[src/rtl/fwd_pkg.sv]
package fwd_pkg;
  typedef enum logic [1:0] {
    SEL_RF  = 2'b00,
    SEL_WB  = 2'b01,
    SEL_MEM = 2'b10
  } fwd_sel_e;
endpackage

[src/rtl/fwd_match.sv]
module fwd_match #(
  parameter int REG_W = 5
) (
  input  logic [REG_W-1:0] src_i,
  input  logic [REG_W-1:0] dst_i,
  input  logic             wen_i,
  output logic             hit_o
);
  logic src_nz;
  assign src_nz = |src_i;
  assign hit_o  = wen_i & src_nz & (src_i == dst_i);

  always_comb begin
    if (src_i == '0) assert_zero_no_hit_R4: assert (!hit_o);
    if (!wen_i)      assert_wen_gate_R5: assert (!hit_o);
  end
endmodule

[src/rtl/fwd_ex_sel.sv]
module fwd_ex_sel
  import fwd_pkg::*;
(
  input  logic     mem_hit_i,
  input  logic     mem_load_i,
  input  logic     wb_hit_i,
  output fwd_sel_e sel_o
);
  always_comb begin
    if (mem_hit_i)     sel_o = mem_load_i ? SEL_RF : SEL_MEM; // load shadows older WB value
    else if (wb_hit_i) sel_o = SEL_WB;
    else               sel_o = SEL_RF;
  end

  always_comb begin
    assert_sel_legal_R7: assert (sel_o != fwd_sel_e'(2'b11));
    if (mem_hit_i && !mem_load_i) assert_mem_prio_R3: assert (sel_o == SEL_MEM);
    if (mem_hit_i && mem_load_i)  assert_load_block_R6: assert (sel_o == SEL_RF);
  end
endmodule

[src/rtl/fwd_mux.sv]
module fwd_mux
  import fwd_pkg::*;
#(
  parameter int DATA_W = 32
) (
  input  fwd_sel_e          sel_i,
  input  logic [DATA_W-1:0] rf_i,
  input  logic [DATA_W-1:0] mem_i,
  input  logic [DATA_W-1:0] wb_i,
  output logic [DATA_W-1:0] out_o
);
  always_comb begin
    unique case (sel_i)
      SEL_MEM: out_o = mem_i;
      SEL_WB:  out_o = wb_i;
      default: out_o = rf_i;
    endcase
  end
endmodule

[src/rtl/fwd_select_unit.sv]
module fwd_select_unit
  import fwd_pkg::*;
#(
  parameter int REG_W  = 5,
  parameter int DATA_W = 32,
  parameter int N_OPS  = 2,
  parameter int N_ID   = 2
) (
  input  logic [N_OPS-1:0][REG_W-1:0]  ex_src_i,
  input  logic [N_OPS-1:0][DATA_W-1:0] ex_rf_data_i,
  input  logic [REG_W-1:0]             exm_dst_i,
  input  logic                         exm_wen_i,
  input  logic                         exm_load_i,
  input  logic [DATA_W-1:0]            exm_alu_i,
  input  logic [REG_W-1:0]             mwb_dst_i,
  input  logic                         mwb_wen_i,
  input  logic [DATA_W-1:0]            wb_data_i,
  input  logic [N_ID-1:0][REG_W-1:0]   id_src_i,
  input  logic [N_ID-1:0][DATA_W-1:0]  id_rf_data_i,
  output logic [N_OPS-1:0][1:0]        ex_sel_o,
  output logic [N_OPS-1:0][DATA_W-1:0] ex_opnd_o,
  output logic [N_ID-1:0]              id_byp_o,
  output logic [N_ID-1:0][DATA_W-1:0]  id_data_o
);
  localparam fwd_sel_e ID_SEL_BYP = SEL_WB;

  for (genvar g = 0; g < N_OPS; g++) begin : g_ex
    logic     mem_hit, wb_hit;
    fwd_sel_e sel;

    fwd_match #(.REG_W(REG_W)) u_mem_match (
      .src_i(ex_src_i[g]), .dst_i(exm_dst_i), .wen_i(exm_wen_i), .hit_o(mem_hit)
    );
    fwd_match #(.REG_W(REG_W)) u_wb_match (
      .src_i(ex_src_i[g]), .dst_i(mwb_dst_i), .wen_i(mwb_wen_i), .hit_o(wb_hit)
    );
    fwd_ex_sel u_sel (
      .mem_hit_i(mem_hit), .mem_load_i(exm_load_i), .wb_hit_i(wb_hit), .sel_o(sel)
    );
    fwd_mux #(.DATA_W(DATA_W)) u_mux (
      .sel_i(sel), .rf_i(ex_rf_data_i[g]), .mem_i(exm_alu_i), .wb_i(wb_data_i),
      .out_o(ex_opnd_o[g])
    );
    assign ex_sel_o[g] = sel;

    always_comb begin
      if (sel == SEL_MEM) assert_opnd_mem_R1: assert (ex_opnd_o[g] == exm_alu_i);
      if (sel == SEL_WB)  assert_opnd_wb_R2: assert (ex_opnd_o[g] == wb_data_i);
      if (sel == SEL_RF)  assert_opnd_rf_R7: assert (ex_opnd_o[g] == ex_rf_data_i[g]);
      if (ex_src_i[g] == '0) assert_ex_zero_R4: assert (ex_sel_o[g] == 2'b00);
    end
  end

  for (genvar g = 0; g < N_ID; g++) begin : g_id
    logic hit;
    fwd_match #(.REG_W(REG_W)) u_id_match (
      .src_i(id_src_i[g]), .dst_i(mwb_dst_i), .wen_i(mwb_wen_i), .hit_o(hit)
    );
    fwd_mux #(.DATA_W(DATA_W)) u_id_mux (
      .sel_i(hit ? ID_SEL_BYP : SEL_RF), .rf_i(id_rf_data_i[g]), .mem_i(exm_alu_i),
      .wb_i(wb_data_i), .out_o(id_data_o[g])
    );
    assign id_byp_o[g] = hit;

    always_comb begin
      if (id_byp_o[g])  assert_id_byp_data_R8: assert (id_data_o[g] == wb_data_i);
      if (!id_byp_o[g]) assert_id_pass_R8: assert (id_data_o[g] == id_rf_data_i[g]);
      if (id_src_i[g] == '0) assert_id_zero_R4: assert (!id_byp_o[g]);
    end
  end
endmodule

[config.mk]
export PLATFORM = sky130hd
export DESIGN_NAME = fwd_select_unit
export DESIGN_NICKNAME = d
export VERILOG_FILES = /design/src/rtl/fwd_pkg.sv /design/src/rtl/fwd_match.sv /design/src/rtl/fwd_ex_sel.sv /design/src/rtl/fwd_mux.sv /design/src/rtl/fwd_select_unit.sv
export SDC_FILE = /design/constraint.sdc
export NUM_CORES = 1
export LEC_CHECK = 0
export BUFFER_PORTS_ARGS = -buffer_cell sky130_fd_sc_hd__clkbuf_2
export CORE_AREA = 2 2 139 141
export DETAILED_ROUTE_END_ITERATION = 12
export DIE_AREA = 0 0 141 143
export PLACE_DENSITY_LB_ADDON = 0.3
export SLEW_MARGIN = 20
export SYNTH_ARGS = -nofsm -noshare
export SYNTH_HDL_FRONTEND = slang
export SYNTH_SLANG_ARGS = --single-unit
[constraint.sdc]
create_clock -name vclk -period 2.1
set_input_delay 0.105 -clock vclk [all_inputs]
set_output_delay 0.105 -clock vclk [all_outputs]
set_load 0.05 [all_outputs]
# == Word-level counts from Yosys, hierarchy flattened ==
# Index checks and enable logic that the tools add are counted.
# word_totals
out_inout_bits,134
elab_cells,41
reg_bits,0
inputBits,225
# op_classes
n_eq_ne,14
n_mux,11
bitwise_logic,12
n_reduce_logical,4
# op_table
op,count
$pmux 32 s2,4
$eq 5x5->1,6
$reduce_or 5->1,4
$and 1x1->1,12
$mux 2,3
$eq 1x2->1 const B,2
$eq 2x1->1 const B,2
$eq 2x2->1 const B,2
$mux 1,4
$eq 1x1->1 const B,2

# == Depth between registers and ports, before layout ==
# logic_depth
word_depth,7
depth_mapped,7
depth_no_buf,5

# == Hierarchy ==
# From an unflattened synthesis, not the netlist that was laid out.
# unflattened
cells_unflattened,519
area_unflattened_um2,3054.2
# by_module_without_submodules
module,cells_per_inst,seq_area_each_um2,instances,area_each_um2
fwd_mux,113,0.0,4,636.9
fwd_match,10,0.0,6,76.3
fwd_ex_sel,2,0.0,2,15.0
fwd_select_unit,3,0.0,1,18.8

# == Worst setup path before layout ==
# No wires, ideal clock.
# synth_timing
path_type,input port to output port
startpoint,input mwb_dst_i[4]
endpoint,output ex_opnd_o[54] (netlist bit)
setup_slack_ps,357
t_required_ps,1995
arrival_ps,1638
stages,7
n_path_buf,2
cell_sequence,buf_6 -> xor2_1 -> nor4_4 -> o211ai_4 -> o41ai_4 -> buf_6 -> o221a_1
# synth_rtl
element,line_no,rtl
start: declaration,fwd_select_unit.sv:15,"input logic [REG_W-1:0] mwb_dst_i,"
end: declaration,fwd_select_unit.sv:21,"output logic [N_OPS-1:0][DATA_W-1:0] ex_opnd_o,"

==> metrics.md <==
| Metric | Value |
|---|---|
| CP required | 2.00 ns |
| Register area share after synthesis | 0 |
| Hold-fix buffers at CTS | 0 |
| Final Power | 1.449 mW |
| Final Hold Vio Count | 0 |
| Top-area cell type share of the netlist area | 0.2606 |
| Vias in the first global route | 3422 |
| Critical Path Fanout Max | 10 |
| Min cycle time layout | 2.000 ns |
| Peak supply drop | 0.1038 mV |
| Die height | 143 um |
| Die W | 141 um |
| Mean post-synth cell area | 9.283 um2 |
| WL final | 14400 um |
| CP startpoint kind | input port |
| Clk_buf instances | 0 |
| Pins over their slew limit | 0 |
| Drt first-iter violations | 184 |
| Post-Syn Area | 2636 um2 |
| Static Leak | 2.383 nW |
| Vias/cell | 4.338 |
| Starting Density | 0.1419 |
| Pin count of the biggest net entering global routing | 34 |
| Number of diodes | 0 |
| FP Rows | 50 |
| DR pass1 iterations | 6 |
| DP HPWL | 12210 um |
| Post-synth top area cell | mux2_2 |
| IO Port Bufs | 359 |
| Die area | 20160 um2 |
| CP endpoint kind | primary output |
| Synthesized instance count | 284 |
| Max-cap violations | 0 |
| Worst relative slew slack | 0.7066 |
| Post-synthesis net count | 509 |
| Multi-input gate area | 2426 um2 |
| GRT overflow | 0 |
| Fmax | 500.0 MHz |
| Crit path arrival time | 1.90 ns |
| GRT Total Usage | 0.1230 |
| Seq cells | 0 |
| Layout cells sized above 1 | 0.8047 |
| Critical path class | in2out |
| Num ports | 359 |
| Remaining antenna violation count | 0 |
| Crit share post-route | 0.9524 |
| Ys Warns | 0 |
| Worst setup path startpoint | exm_dst_i[2] |
| Endpoints failing setup | 0 |
| Area growth, synth to finish | 88.13% |
| Initial antenna violation count | 0 |
| Status | complete, no violations |
| GP Congestion | 0.7793 |
| Via count | 3770 |
| Fill cells | 2008 |
| Synth top area cells | mux2_2, o221a_2, nand2b_1, buf_6, xnor2_1 |
| Pwr dens | 292.1 nW/um2 |
| Placeable Area | 18580 um2 |
| Unrepaired setup endpoints after global routing | yes |
| Critical hold path startpoint | ex_rf_data_i[29] |
| Distinct cells, synth | 30 |
| Final nets | 862 |
| WL/cell | 16.57 um |
| Global-route wire length before repair | 19770 um |
| Slew @ Worst Pin | 0.4400 ns |
| FF+latch area | 0 um2 |
| Worst hold-check path type | in2out |
| Utilization after layout | 0.2669 |
| DRC | 0 |
-- power breakdown --
| group | switching (mW) | internal (mW) |
|---|---|---|
| Combinational | 0.925 | 0.524 |
| Clock | 0 | 0 |
| Sequential | 0 | 0 |
-- stage by stage --
stage               area, um2  setup WS, ns  hold WS (ns)  std cells    TNS [ns]
CTS                      4960       0.05147        0.6329        869           0
global route             4960    -0.0006350        0.6410        869  -0.0006350
finish                   4960       0.09995        0.6294        869           0
floorplan                2636        0.3568        0.5064        284           0
detailed placement       4960       0.06581        0.6253        869           0
global placement         4960       0.09755        0.6277        869           0
-- metal layers --
metal,part of all wire,global-route usage
met4,0.0012,0.003684
met5,0,0
met3,0.061,0.01375
met1,0.43,0.1620
met2,0.51,0.2277
-- kinds of logic (layout without fill, tap and decap cells) --
kind of cell,count (synthesis),in the layout,synth area share
muxes,64,64,0.2734
buffers and inverters,32,383,0.08970
xor gates and xnor gates,28,28,0.09587
AOI/OAI and AO/OA,72,72,0.3123
and+or+nand+nor,88,88,0.2288
-- timing repair --
action                     4_1_cts  5_1_grt
buffers inserted                 0        0
gates resized for setup          0        1
setup endpoints to repair        0        2
-- layout make-up --
type / count / share of cell area
repair buffers: 378 / 0.4480
multi-input cells: 252 / 0.4892
well taps: 234 / 0.05903
inverters: 5 / 0.003784
-- worst max-delay path, stage by stage --
cell      delay [ns]
clkbuf_2        0.10
xnor2_1         0.21
nand3_2         0.20
o41ai_4         0.52
buf_4           0.28
o221a_2         0.21
clkbuf_2        0.27
-- synth_stat cells, types with 3 or more instances --
| master | number |
|---|---|
| nor4_4 | 3 |
| xnor2_1 | 15 |
| nand3_1 | 5 |
| mux2_1 | 3 |
| inv_1 | 5 |
| or2b_1 | 4 |
| o221a_1 | 3 |
| xor2_1 | 12 |
| buf_6 | 13 |
| o221a_2 | 61 |
| nand2b_1 | 61 |
| nor4_1 | 5 |
| buf_2 | 8 |
| mux2_2 | 61 |
| clkbuf_1 | 3 |
-- cell usage in the layout (no fill, tap or decap) --
cell and instances:
nor3_1 2, xor2_1 12, o21ai_4 1, buf_4 12, o221a_2 61, nor4_4 5
or2b_1 4, inv_1 5, buf_12 20, or3_1 1, nor4_1 5, nand2b_1 61
o41ai_4 1, and2_1 2, xnor2_2 1, mux2_2 61, clkbuf_2 345, xnor2_1 15
mux2_1 3, buf_2 1, o221a_1 3, a21oi_1 2, nand2_1 2, a211oi_1 2
nand3_2 1, nand3_1 5, o211ai_4 2
-- final timing paths --
path                            end  cells past startpoint  slack (ns)
worst max-delay path  ex_opnd_o[38]                      7         0.1
worst min-delay path  ex_opnd_o[29]                      3        0.63
(Power assumes the default switching activity.)
